`src/rtl/slotw_pkg.sv`:
```
package slotw_pkg;
    localparam int unsigned NSLOT  = 32;
    localparam int unsigned IDXW   = $clog2(NSLOT);
    localparam int unsigned WORDW  = 32;

    localparam logic [7:0] RD_DONE = 8'h17;
    localparam logic [7:0] RD_SKIP = 8'h18;
    localparam logic [7:0] RD_LAST = 8'h19;
    localparam logic [7:0] RD_ACT  = 8'h1A;
    localparam logic [7:0] WR_FLAG = 8'h80;

    typedef enum logic [1:0] {
        WS_IDLE = 2'd0,
        WS_PICK = 2'd1,
        WS_WAIT = 2'd2
    } walk_state_e;

    typedef struct packed {
        logic            vld;
        logic [IDXW-1:0] idx;
    } slot_ref_t;

    function automatic logic [7:0] wr_code(input logic [7:0] rd);
        return rd | WR_FLAG;
    endfunction
endpackage

```
`src/rtl/slotw_pick.sv`:
```
module slotw_pick
    import slotw_pkg::*;
#(
    parameter int unsigned N  = NSLOT,
    localparam int unsigned IW = $clog2(N)
) (
    input  logic [N-1:0]  skip,
    input  logic [N-1:0]  last,
    input  logic [IW-1:0] from,
    output logic          found,
    output logic [IW-1:0] idx
);
    logic [N-1:0] cand;

    for (genvar g = 0; g < N; g++) begin : g_cand
        assign cand[g] = (g >= int'(from)) && (!skip[g] || last[g]);
    end

    always_comb begin
        found = 1'b0;
        idx   = '0;
        for (int i = N - 1; i >= 0; i--) begin
            if (cand[i]) begin
                found = 1'b1;
                idx   = IW'(i);
            end
        end
    end
endmodule

```
`src/rtl/slotw_regs.sv`:
```
module slotw_regs
    import slotw_pkg::*;
#(
    parameter int unsigned N  = NSLOT,
    localparam int unsigned IW = $clog2(N)
) (
    input  logic          clk,
    input  logic          rst,
    input  logic          cmd_valid,
    input  logic [7:0]    cmd_code,
    input  logic [WORDW-1:0] cmd_wdata,
    output logic [WORDW-1:0] rd_data,
    input  logic          done_clr,
    input  logic          set_en,
    input  logic [IW-1:0] set_idx,
    input  slot_ref_t     act,
    output logic [N-1:0]  skip_q,
    output logic [N-1:0]  last_q
);
    logic [N-1:0] done_q;

    always_ff @(posedge clk) begin
        if (rst) begin
            skip_q <= '0;
            last_q <= '0;
        end else if (cmd_valid) begin
            if (cmd_code == wr_code(RD_SKIP)) skip_q <= cmd_wdata[N-1:0];
            if (cmd_code == wr_code(RD_LAST)) last_q <= cmd_wdata[N-1:0];
        end
    end

    always_ff @(posedge clk) begin
        if (rst || done_clr) done_q <= '0;
        else if (set_en)     done_q[set_idx] <= 1'b1;
    end

    always_comb begin
        rd_data = '0;
        unique case (cmd_code)
            RD_SKIP: rd_data[N-1:0] = skip_q;
            RD_LAST: rd_data[N-1:0] = last_q;
            RD_DONE: rd_data[N-1:0] = done_q;
            RD_ACT:  rd_data = act.vld ? WORDW'(act.idx) : '1;
            default: rd_data = '0;
        endcase
    end

    // a done bit only appears after a successful completion
    p_done_only_ok_r4: assert property (@(posedge clk) disable iff (rst)
        ((done_q & ~$past(done_q)) != '0) |-> $past(set_en));
    // clear leaves the map empty
    p_clear_wins_r9: assert property (@(posedge clk) disable iff (rst)
        $past(done_clr) |-> (done_q == '0));
endmodule

```
`src/rtl/slotw_scan.sv`:
```
module slotw_scan
    import slotw_pkg::*;
#(
    parameter int unsigned N  = NSLOT,
    localparam int unsigned IW = $clog2(N)
) (
    input  logic          clk,
    input  logic          rst,
    input  logic          sof,
    input  logic [N-1:0]  skip,
    input  logic [N-1:0]  last,
    input  logic          eng_cpl,
    input  logic          eng_ok,
    output logic          eng_start,
    output logic [IW-1:0] eng_slot,
    output logic          bulk_go,
    output logic          set_en,
    output logic [IW-1:0] set_idx,
    output slot_ref_t     act
);
    walk_state_e   st;
    logic [IW-1:0] cur;
    logic          cur_last;
    logic          found;
    logic [IW-1:0] pick;

    slotw_pick #(.N(N)) i_pick (
        .skip (skip),
        .last (last),
        .from (cur),
        .found(found),
        .idx  (pick)
    );

    assign set_en  = (st == WS_WAIT) && eng_cpl && eng_ok;
    assign set_idx = eng_slot;

    always_ff @(posedge clk) begin
        if (rst) begin
            st        <= WS_IDLE;
            cur       <= '0;
            cur_last  <= 1'b0;
            eng_start <= 1'b0;
            eng_slot  <= '0;
            bulk_go   <= 1'b0;
            act       <= '{vld: 1'b0, idx: '0};
        end else begin
            eng_start <= 1'b0;
            bulk_go   <= 1'b0;
            unique case (st)
                WS_IDLE: if (sof) begin
                    st  <= WS_PICK;
                    cur <= '0;
                    act <= '{vld: 1'b1, idx: '0};
                end
                WS_PICK: begin
                    if (!found || skip[pick]) begin
                        st      <= WS_IDLE;
                        bulk_go <= 1'b1;
                        act.vld <= 1'b0;
                    end else begin
                        eng_start <= 1'b1;
                        eng_slot  <= pick;
                        cur_last  <= last[pick];
                        act.idx   <= pick;
                        st        <= WS_WAIT;
                    end
                end
                WS_WAIT: if (eng_cpl) begin
                    if (cur_last || eng_slot == IW'(N - 1)) begin
                        st      <= WS_IDLE;
                        bulk_go <= 1'b1;
                        act.vld <= 1'b0;
                    end else begin
                        cur <= eng_slot + 1'b1;
                        st  <= WS_PICK;
                    end
                end
                default: st <= WS_IDLE;
            endcase
        end
    end

    // an issued slot had its skip bit clear when it was chosen
    p_no_skipped_issue_r3: assert property (@(posedge clk) disable iff (rst)
        eng_start |-> ((($past(skip) >> eng_slot) & 1) == 0));
    // issue strobe lasts one cycle
    p_single_issue_r10: assert property (@(posedge clk) disable iff (rst)
        eng_start |=> !eng_start);
    // hand-over is a single-cycle pulse
    p_bulk_pulse_r5: assert property (@(posedge clk) disable iff (rst)
        bulk_go |=> !bulk_go);
    // no issue and hand-over together
    p_issue_vs_bulk_r10: assert property (@(posedge clk) disable iff (rst)
        !(eng_start && bulk_go));
endmodule

```
`src/rtl/slot_walker.sv`:
```
module slot_walker
    import slotw_pkg::*;
(
    input  logic        clk,
    input  logic        rst,
    input  logic        cmd_valid,
    input  logic [7:0]  cmd_code,
    input  logic [31:0] cmd_wdata,
    output logic [31:0] rd_data,
    input  logic        done_clr,
    input  logic        sof,
    output logic        eng_start,
    output logic [4:0]  eng_slot,
    input  logic        eng_cpl,
    input  logic        eng_ok,
    output logic        bulk_go
);
    logic [NSLOT-1:0] skip_q;
    logic [NSLOT-1:0] last_q;
    logic             set_en;
    logic [IDXW-1:0]  set_idx;
    slot_ref_t        act;

    slotw_regs #(.N(NSLOT)) i_regs (
        .clk(clk), .rst(rst),
        .cmd_valid(cmd_valid), .cmd_code(cmd_code), .cmd_wdata(cmd_wdata),
        .rd_data(rd_data), .done_clr(done_clr),
        .set_en(set_en), .set_idx(set_idx), .act(act),
        .skip_q(skip_q), .last_q(last_q)
    );

    slotw_scan #(.N(NSLOT)) i_scan (
        .clk(clk), .rst(rst), .sof(sof),
        .skip(skip_q), .last(last_q),
        .eng_cpl(eng_cpl), .eng_ok(eng_ok),
        .eng_start(eng_start), .eng_slot(eng_slot), .bulk_go(bulk_go),
        .set_en(set_en), .set_idx(set_idx), .act(act)
    );

    // the pointer is released when the walk ends
    p_act_idle_r8: assert property (@(posedge clk) disable iff (rst)
        bulk_go |-> !act.vld);
endmodule

```
`config.mk`:
```
export PLATFORM = sky130hd
export DESIGN_NAME = slot_walker
export DESIGN_NICKNAME = d
export VERILOG_FILES = /design/src/rtl/slotw_pkg.sv /design/src/rtl/slotw_pick.sv /design/src/rtl/slotw_regs.sv /design/src/rtl/slotw_scan.sv /design/src/rtl/slot_walker.sv
export SDC_FILE = /design/constraint.sdc
export NUM_CORES = 1
export LEC_CHECK = 0
export ABC_CLOCK_PERIOD_IN_PS = 4200
export BUFFER_PORTS_ARGS = -buffer_cell sky130_fd_sc_hd__clkbuf_2
export CAP_MARGIN = 20
export CORE_ASPECT_RATIO = 1.4
export CORE_MARGIN = 4
export CORE_UTILIZATION = 59
export CTS_CLUSTER_SIZE = 30
export DETAILED_ROUTE_END_ITERATION = 10
export HOLD_SLACK_MARGIN = 0.03
export PLACE_DENSITY = 0.91
export SLEW_MARGIN = 40
export SYNTH_ARGS = -nofsm -noshare
export SYNTH_HDL_FRONTEND = slang
export SYNTH_SLANG_ARGS = --single-unit
```
`constraint.sdc`:
```
create_clock -name clk -period 4.2 [get_ports clk]
set_input_delay 0.63 -clock clk [delete_from_list [all_inputs] [get_ports clk]]
set_output_delay 0.63 -clock clk [all_outputs]
set_load 0.02 [all_outputs]
```
After elaboration in Yosys (flattened, before gate mapping)
Index checks and enable logic that the tools add are counted.
{"block": "word_totals", "output_inout_bits": 39, "ff_bits": 117, "wordCells": 271, "rom_bits": 0, "mem_bits_rw": 0, "mem_count": 0, "inputBits": 47, "latchBits": 0}
{"block": "op_classes", "reduce_logical": 114, "magnitude_cmp": 34, "shifts": 0, "n_eq_ne": 15, "multipliers": 0, "bitwise": 3, "n_div": 0, "mux": 93, "addsub": 1}
{"op": "$mux W5", "count": 36}
{"op": "$pmux W32 S4", "count": 1}
{"op": "$ge A5 B5 Y1 const A", "count": 15}
{"op": "$mux W1", "count": 43}
{"op": "$ge A4 B5 Y1 const A", "count": 8}
{"op": "$logic_or A1 B1 Y1", "count": 35}
{"op": "$logic_and A1 B1 Y1", "count": 34}
{"op": "$logic_not A1 Y1", "count": 33}
{"op": "$eq A8 B5 Y1 const B", "count": 4}
{"op": "$mux W32", "count": 1}
{"op": "$or A32 B32 Y32", "count": 1}
{"op": "$ge A3 B5 Y1 const A", "count": 4}
{"op": "$pmux W5 S2", "count": 2}
{"op": "$eq A8 B8 Y1 const B", "count": 2}
{"op": "$lt A5 B6 Y1 const B", "count": 2}
{"op": "$bmux W1 S5", "count": 2}
{"op": "$ge A1 B5 Y1 const A", "count": 2}
{"op": "$ge A2 B5 Y1 const A", "count": 2}
{"op": "$ne A2 B2 Y1 const B", "count": 5}
{"op": "$reduce_and A2 Y1", "count": 4}
{"op": "$mux W2", "count": 3}
{"op": "$mux W6", "count": 1}
{"op": "$pmux W2 S3", "count": 1}
{"op": "$add A5 B1 Y5 const B", "count": 1}
{"op": "16 further kinds", "count": 18}

Depth between registers and ports, before layout
Gate-level depths: netlist of the first run.
{"block": "depth", "ltp_word": 39, "mapped_depth": 17}

By module
Synthesis of the first run repeated with hierarchy kept, for this count alone.
{"block": "unflattened", "cells_unflattened": 835, "area_unflattened_um2": 7288.2}
{"module": "slotw_regs", "seq_area_each_um2": 1921.8, "n_inst": 1, "cells_each": 490, "area_per_inst_um2": 4638.2}
{"module": "slotw_scan", "seq_area_each_um2": 420.4, "n_inst": 1, "cells_each": 182, "area_per_inst_um2": 1670.4}
{"module": "slotw_pick", "seq_area_each_um2": 0.0, "n_inst": 1, "cells_each": 163, "area_per_inst_um2": 979.7}

Worst setup path after synthesis of the first run
Ideal clock, no wire load.
{"block": "synth_timing", "kind": "flip-flop to flip-flop", "start": "register i_scan.cur[4]", "end": "register i_scan.cur_last", "synth_period_minus_slack_ps": 3426, "arrival_ps": 3358, "t_required_ps": 4133, "path_slack_ps": 774, "setup_time_ps": 67, "path_stages_with_launch": 14, "path_cell_list": "dfxtp_1 buf_4 buf_4 a221oi_2 or4_4 o21bai_1 a211oi_4 mux4_2 a32o_2 nor4_4 o21ai_1 buf_2 nand4b_4 a21oi_2"}
{"block": "synth_between", "elab_chain_cells": 38, "elab_cells_between_ends": 132}
{"element": "start, declared", "line": "slotw_scan.sv:22", "source": "logic [IW-1:0] cur;"}
{"element": "start signal, assigned", "line": "slotw_scan.sv:75", "source": "cur <= eng_slot + 1'b1;"}
{"element": "$ge A5 B5 Y1", "line": "slotw_pick.sv:16", "source": "assign cand[g] = (g >= int'(from)) && (!skip[g] || last[g]);"}
{"element": "$logic_and A1 B1 Y1", "line": "slotw_pick.sv:16"}
{"element": "$mux W5 (31 in series)", "line": "slotw_pick.sv:23", "source": "if (cand[i]) begin"}
{"element": "$bmux W1 S5", "line": "slotw_scan.sv:57", "source": "if (!found || skip[pick]) begin"}
{"element": "$mux W1 (implied by the code)", "line": "slotw_scan.sv:57"}
{"element": "$logic_or A1 B1 Y1", "line": "slotw_scan.sv:57"}
{"element": "$not A1 Y1 (no source line)"}
{"element": "$reduce_and A2 Y1 (no source line)"}
{"element": "end signal, assigned", "line": "slotw_scan.sv:64", "source": "cur_last <= last[pick];"}
{"element": "end, declared", "line": "slotw_scan.sv:23", "source": "logic cur_last;"}
Parallel ways exist; a longest one is shown, timed or not. The select of a mux whose other input is x is not followed.
A chain may end at the register's enable or synchronous reset.

Worst setup path after layout of the first run
{"block": "layout_timing", "start": "register i_scan.cur[2]", "end": "register, netlist name i_scan.act[0]"}
{"block": "layout_between", "elab_chain_cells": 38, "elab_cells_between_ends": 132}
{"element": "$ge A5 B5 Y1", "line": "slotw_pick.sv:16"}
{"element": "$logic_and A1 B1 Y1", "line": "slotw_pick.sv:16"}
{"element": "$mux W5 (31 in series)", "line": "slotw_pick.sv:23"}
{"element": "$bmux W1 S5", "line": "slotw_scan.sv:57"}
{"element": "$mux W1 (implied by the code)", "line": "slotw_scan.sv:57"}
{"element": "$logic_or A1 B1 Y1", "line": "slotw_scan.sv:57"}
{"element": "$ne A2 B2 Y1 (no source line)"}
{"element": "$reduce_and A3 Y1 (no source line)"}
Parallel ways exist; a longest one is shown, timed or not. The select of a mux whose other input is x is not followed.

==> results of run 1 <==
## worst reg2reg max path: stages (launching register included)
cell and delay, ns:
dfxtp_4 0.40, buf_4 0.17, o21a_1 0.21, a211oi_1 0.34, nor4_1 0.09, buf_4 0.15
and2_1 0.13, a2111o_1 0.49, a22o_1 0.29, a211oi_1 0.24, and4bb_1 0.24, nor4_4 0.31
buf_4 0.18, or2_1 0.28, nand4_1 0.13, a21oi_1 0.18
## cell type report
class	instances	area, sq um
clock inverters	13	193
multi-input cells	722	4130
well taps	144	180
fillers	919	3140
flip-flops and latches	117	2350
repair buffers	133	786
clock buffers	19	453
inverters	26	97.6
## stage by stage
step / setup slack [ns] / hold slack, ns
floorplan: 0.774 / 0.432
global placement: 0.130 / 0.445
detailed placement: -0.0489 / 0.446
CTS: 0.0514 / 0.446
global route: 0.0193 / 0.457
finish: 0.285 / 0.448
## routing by layer
layer  vias up  share of wire  track usage
li1       3473              -            -
met1      3607           0.35        0.428
met2       533           0.46        0.627
met3       183          0.094       0.0592
met4         0          0.094        0.305
met5         -              0            0
## worst max-delay path by stage
| stage | start | to | slack [ns] | cells after the start |
|---|---|---|---|---|
| after floorplan | i_scan.cur[4] | i_scan.cur_last | 0.77 | 13 |
| after global placement | i_scan.cur[1] | i_scan.act[1] | 0.13 | 13 |
| after detailed placement | i_scan.cur[2] | i_scan.act[4] | -0.05 | 13 |
| after CTS | i_scan.cur[1] | i_scan.act[0] | 0.05 | 12 |
| after global routing | i_scan.cur[0] | i_scan.act[0] | 0.02 | 13 |
| final | i_scan.cur[2] | i_scan.act[0] | 0.28 | 15 |
## registers in the layout (all words and copies together) (netlist names)
register	count
i_scan.act	6
i_scan.cur_last	1
i_scan.bulk_go	1
i_regs.skip_q	32
i_scan.st	2
i_regs.last_q	32
i_scan.cur	5
i_regs.done_q	32
i_scan.eng_start	1
i_scan.eng_slot	5
## cell families after synthesis
family	after synthesis
AO/OA/AOI/OAI	279
flip-flops	117
multiplexers	21
adder cells (fa/ha/maj)	10
XOR/XNOR	2
AND/OR/NAND/NOR	410
buffers and inverters	95
## what timing repair did
| item | CTS | global route |
|---|---|---|
| buffers inserted | 0 | 0 |
| endpoints found under the setup margin | 5 | 15 |
| gates resized for setup | 2 | 9 |
## power groups by stage
stage          registers, W  logic [W]  clock network (W)
3_5_place_dp        0.00117   0.000220                  0
5_1_grt             0.00114   0.000247            0.00166
2_1_floorplan       0.00116   0.000144                  0
4_1_cts             0.00114   0.000223            0.00160
3_3_place_gp        0.00116   0.000216                  0
6_report            0.00114   0.000227            0.00160
## layout by cell type, fill, tap and decap left out, drive strengths merged, types with 3 or more instances in the layout
master	count
clkinv	3
clkbuf	104
a21oi	147
nor4	4
a211oi	15
nand2b	11
or2	8
or3	5
nor3	13
a22oi	39
a21o	3
nand4	5
inv	30
buf	48
and3	4
a221oi	11
o211ai	4
dfxtp	117
or4	4
o21a	4
nor2	59
nand2	209
nor3b	4
and2	16
mux2i	20
o21bai	3
o211a	3
o21ai	18
a211o	3
and3b	3
a311oi	4
ha	10
a21boi	3
nor2b	12
nand3	43
bufinv	4
==> summary.txt, run 1 <==
Clock network
  – Cts bufs inserted: 17
  – Clk root buf: clkbuf_16
  – Cts hold-fix bufs: 0
  – Htree depth: 4
  – Worst-path clk slew: 0.06 ns
  – Clock Tree Buf Depth: 2
  – CTS tree: yes
  – CTS sink count: 117
  – Clk Latency, worst-skew pair: 0.42 ns

Place
  – Detail Placement HPWL: 18.2 mm
  – Placer Congestion: 1.06
  – Placed Instances: 1142
  – IO buf count: 85
  – Placed instance area: 7520 sq um

Drt
  – Post-route DRC: 0
  – Initial DRT Pass Iterations: 6
  – Routed len/inst: 21.9 microns
  – DRT iter0 DRCs: 945
  – Total number of vias: 7796
  – Drt total wl: 25.8 mm
  – Vias per inst: 6.64
  – Routed Antenna Nets: 0

Synth
  – Number of flops mapped to enable cells by yosys: 0
  – Top cell type's share of synthesized area: 0.342
  – Synthesized instance count: 934
  – Post-synthesis mux area share: 0.0325
  – Area leader, netlist: dfxtp_1
  – Largest family of logic cells by synthesized area: simple AND/OR/NAND/NOR gates
  – Synthesized area per cell: 7.33 sq um
  – Simple-Gate Fraction of Synth Area: 0.281
  – Distinct cells, synth: 78
  – Most frequent cell after synthesis: nand2_1
  – Synth top cells by count: nand2_1 (209), a21oi_1 (146), dfxtp_1 (117), nor2_1 (59), clkbuf_1 (50)
  – Synth Area in Compound Gates: 0.265
  – Async SR Flop Fraction: 0
  – Synthesized Nets: 991
  – Synth Area in XOR/XNOR: 0.00256
  – #FFs+latches synth: 117
  – Synth area leaders: dfxtp_1 (34%), nand2_1 (11%), a21oi_1 (11%), a22oi_1 (4.3%), nor2_1 (3.2%)
  – Synthesized area: 6850 sq um
  – Ys Warns: 0
  – Adder-cell share of the synthesized area: 0.0183
  – Post-synth top flop: dfxtp_1
  – Sequential element share of the synthesized area: 0.342

Global routing
  – Vias in the first global route: 7454
  – Pin count of the biggest net entering global routing: 52
  – First-pass GRT wire length: 39.6 mm
  – Initial antenna violation count: 0
  – Gr usage total: 0.379
  – Grt ovf: 0

Setup path
  – CP bufs+invs: 3
  – Setup crit start kind: flop
  – Crit path arrival time: 4.25 ns
  – Critical path type: flop to flop
  – Crit path required time: 4.54 ns
  – Most used cell, CP: buf_4
  – Slowest cell on crit path: a2111o_1
  – Crit end category: flop
  – Crit-path max cell delay: 0.49 ns
  – Crit-path cells: buf_4 > o21a_1 > a211oi_1 > nor4_1 > buf_4 > and2_1 > a2111o_1 > a22o_1 > a211oi_1 > and4bb_1 > nor4_4 > buf_4 > or2_1 > nand4_1 > a21oi_1
  – Worst Reg-to-Reg Cells: 15
  – Worst reg2reg setup slack: 0.28 ns
  – Crit-path max FO: 17
  – Reg2Reg Capture Point: i_scan.act[0]
  – RR Startpoint: i_scan.cur[2]
  – CP top delay family: compound AO/OA/AOI/OAI gates

Status
  – Outcome: completed

Flow run
  – Max-cap violations: 0

Timing
  – Fin crit period: 3.92 ns
  – FMAX: 255 MHz
  – Final Setup Violations: 0
  – Unrepaired setup endpoints after global routing: false
  – Worst-margin pin slew: 0.801 ns
  – Worst Clk Skew: 0.00856 ns
  – Max-slew headroom: 0.461
  – Final Hold Vio Count: 0
  – Slew Viols, Final: 0
  – Tcrit/Tclk final: 0.932
  – Setup TNS: 0 ns

Floorplan
  – Rows: 46
  – Initial Util: 0.604
  – Die H: 135 microns
  – Core Box Area: 11300 sq um
  – Die area: 13400 sq um
  – Ports: 86
  – Width of the die: 99.1 microns

Finish
  – Share of cells above drive strength 1: 0.195
  – Nets: 1074
  – N_diodes: 0
  – Final std cells w/o fill: 1174
  – Layout area overhead: 19.7%
  – Fin area: 8200 sq um
  – Finished Core Util: 0.723

Power
  – Net Sw Power: 0.000736 W
  – Internal power: 0.00224 W
  – PwrDens: 363 nW/um^2
  – Sw frac: 0.248
  – Leakage: 3.12 nW
  – Peak supply drop: 0.000382 V
  – Flop pwr share: 0.384
  – Logic pwr share: 0.076
  – Clk pwr share: 0.539
  – PnR Total Power: 0.00297 W

Hold path
  – Worst hold start: cmd_wdata[19]
  – Min-Delay Endpoint: i_regs.skip_q[19]
  – Hold path depth: 3
  – Worst Hold Class: primary input to flop
(Power assumes the default switching activity.)
==> inputs of run 2 (changes only) <==
--- a/config.mk
+++ b/config.mk
@@ -6,15 +6,15 @@
 export NUM_CORES = 1
 export LEC_CHECK = 0
 export ABC_CLOCK_PERIOD_IN_PS = 4200
-export BUFFER_PORTS_ARGS = -buffer_cell sky130_fd_sc_hd__clkbuf_2
 export CAP_MARGIN = 20
 export CORE_ASPECT_RATIO = 1.4
 export CORE_MARGIN = 4
-export CORE_UTILIZATION = 59
+export CORE_UTILIZATION = 64
 export CTS_CLUSTER_SIZE = 30
 export DETAILED_ROUTE_END_ITERATION = 10
+export DONT_BUFFER_PORTS = 1
 export HOLD_SLACK_MARGIN = 0.03
-export PLACE_DENSITY = 0.91
+export PLACE_DENSITY = 0.9
 export SLEW_MARGIN = 40
 export SYNTH_ARGS = -nofsm -noshare
 export SYNTH_HDL_FRONTEND = slang
==> run 2 against run 1 <==
Critical path depth is 2 higher. Register-to-register slack worse by 0.11 ns. Maximum frequency is 2.8% lower. Combinational power is 22% lower. Die area is 7.3% lower. Clock skew is 0.00055 ns higher. Critical endpoint unchanged. Largest power group unchanged.
==> summary.txt, run 2 (synthesis gave the netlist of run 1 again) <==
Floorplan
  – Rows: 44 (-4.3%)
  – Core Box Area: 10400 sq um (-8.2%)
  – Die area: 12400 sq um (-7.3%)
  – Width of the die: 95.4 microns (-3.7%)
  – Initial Util: 0.658 (+0.0542)
  – Die H: 130 microns (-3.8%)
  – Ports: 86 (unchanged)

Drt
  – Vias per inst: 6.78 (+2.1%)
  – Drt total wl: 25.2 mm (-2.1%)
  – DRT iter0 DRCs: 967 (+2.3%)
  – Routed len/inst: 23.0 microns (+4.9%)
  – Routed Antenna Nets: 0 (unchanged)
  – Total number of vias: 7421 (-4.8%)
  – Post-route DRC: 0 (unchanged)
  – Initial DRT Pass Iterations: 7 (+1)

Clock network
  – Cts bufs inserted: 17 (unchanged)
  – Post-CTS Setup Bufs: 0 (unchanged)
  – Worst-path clk slew: 0.06 ns (about the same)
  – Clk Latency, worst-skew pair: 0.42 ns (about the same)
  – CTS tree: yes
  – Clk root buf: clkbuf_16
  – Clock Tree Buf Depth: 2 (unchanged)
  – CTS sink count: 117 (unchanged)
  – Cts hold-fix bufs: 0 (unchanged)
  – Htree depth: 4 (unchanged)
  – Post-CTS Resized: 1 (-1)

Power
  – Clk pwr share: 0.528 (-0.011)
  – Net Sw Power: 0.000685 W (-6.9%)
  – Internal power: 0.00212 W (-5.2%)
  – PwrDens: 358 nW/um^2 (-1.2%)
  – Flop pwr share: 0.408 (+0.024)
  – Logic pwr share: 0.064 (-0.012)
  – Leakage: 2.79 nW (-10%)
  – Sw frac: 0.244 (-0.00335)
  – Peak supply drop: 0.000330 V (-14%)
  – PnR Total Power: 0.00280 W (-5.6%)

Global routing
  – Initial antenna violation count: 0 (unchanged)
  – Grt ovf: 0 (unchanged)
  – Gr usage total: 0.413 (+0.0338)
  – First-pass GRT wire length: 38.5 mm (-2.9%)
  – Pin count of the biggest net entering global routing: 87 (+67%)
  – Vias in the first global route: 6994 (-6.2%)

Finish
  – Largest regs: i_regs.done_q x32, i_regs.last_q x32, i_regs.skip_q x32
  – Commonest non-fill, non-tap cell in the layout: nand2_1
  – Multi-input logic area: 4150 sq um (+0.51%)
  – Layout area overhead: 14.2%
  – Most frequent cells in the layout: nand2_1 (209), a21oi_1 (145), dfxtp_1 (115)
  – Fill cell total of the finished layout: 819 (-11%)
  – Nets: 1001 (-6.8%)
  – Fin area: 7820 sq um (-4.5%)
  – N_diodes: 0 (unchanged)
  – Storage element area: 2340 sq um (-0.37%)
  – Share of cells above drive strength 1: 0.131 (-0.0645)

Timing
  – Final Setup Violations: 0 (unchanged)
  – FMAX: 248 MHz (-2.8%)
  – Slew Viols, Final: 0 (unchanged)
  – Unrepaired setup endpoints after global routing: false
  – Tcrit/Tclk final: 0.959 (+0.0273)
  – Worst-margin pin slew: 0.902 ns (+0.102 ns)
  – Final Hold Vio Count: 0 (unchanged)
  – Max-slew headroom: 0.398 (-0.0629)
  – Final hold slack: 0.272 ns (-0.177 ns)
  – Fin crit period: 4.03 ns (+0.115 ns)
  – Worst Clk Skew: 0.00912 ns (+0.000555 ns)
  – Setup TNS: 0 ns (unchanged)

Setup path
  – Crit-path max FO: 10 (-7)
  – Crit end category: flop
  – Crit path arrival time: 4.37 ns (+0.12 ns)
  – Setup crit start kind: flop
  – Critical path type: flop to flop
  – Crit path required time: 4.54 ns (about the same)

Place
  – Placed instance area: 7190 sq um (-4.4%)
  – Detail Placement HPWL: 17.5 mm (-3.6%)
  – Placer Congestion: 1.06 (+0.32%)
  – IO buf count: 0 (-100%)

Hold path
  – Worst Hold Class: primary input to flop

Status
  – Outcome: completed

Flow run
  – Max-cap violations: 0 (unchanged)
==> run 2: critical path: stages, from the launching register on <==
cell,delay (ns)
dfxtp_1,0.42
buf_4,0.21
or2_1,0.24
buf_4,0.16
a221o_1,0.29
a21oi_1,0.18
nand2_1,0.14
a2111o_1,0.49
a21boi_2,0.19
buf_4,0.17
mux2i_1,0.25
nor3b_1,0.08
buf_4,0.14
nor4_4,0.29
buf_4,0.21
or2_4,0.18
nand4_1,0.13
a21oi_1,0.20
==> run 2: final timing paths <==
path / startpoint / endpoint / slack [ns] / cells past startpoint
max: i_scan.cur[2] / i_scan.act[0] / 0.17 / 17
min: rst / i_regs.last_q[15] / 0.27 / 1
min reg2reg: i_scan.act[4] / i_scan.act[4] / 0.46 / 2
max reg2reg: i_scan.cur[2] / i_scan.act[0] / 0.17 / 17
==> run 2: cell type report <==
cell class / instances / area share
inverter: 26 / 0.0125
sequential: 117 / 0.300
tap: 138 / 0.0221
timing repair buffer: 60 / 0.0592
multi-input combinational: 722 / 0.531
clock inverter: 12 / 0.0198
clock buffer: 20 / 0.0558
==> run 2: metrics by stage <==
stage                util  instances  setup WS, ns
floorplan               -        934         0.774
global placement    0.691       1063        0.0383
detailed placement  0.691       1063        0.0211
CTS                 0.748       1095         0.117
global route        0.752       1095        0.0247
finish              0.752       1095         0.170
==> run 2: power groups by stage <==
stage | clock network [W] | registers, W | logic [W]
2_1_floorplan | 0 | 0.00116 | 0.000144
3_3_place_gp | 0 | 0.00117 | 0.000169
3_5_place_dp | 0 | 0.00117 | 0.000171
4_1_cts | 0.00147 | 0.00115 | 0.000174
5_1_grt | 0.00153 | 0.00115 | 0.000198
6_report | 0.00148 | 0.00115 | 0.000178
==> run 2: layer usage <==
layer,part of all wire,GRT usage,up-vias,wire length [microns]
met5,0,0,-,0
met4,0.074,0.269,0,1860
met3,0.11,0.0848,140,2710
met2,0.47,0.685,564,11900
met1,0.35,0.478,3397,8720
li1,-,-,3320,-
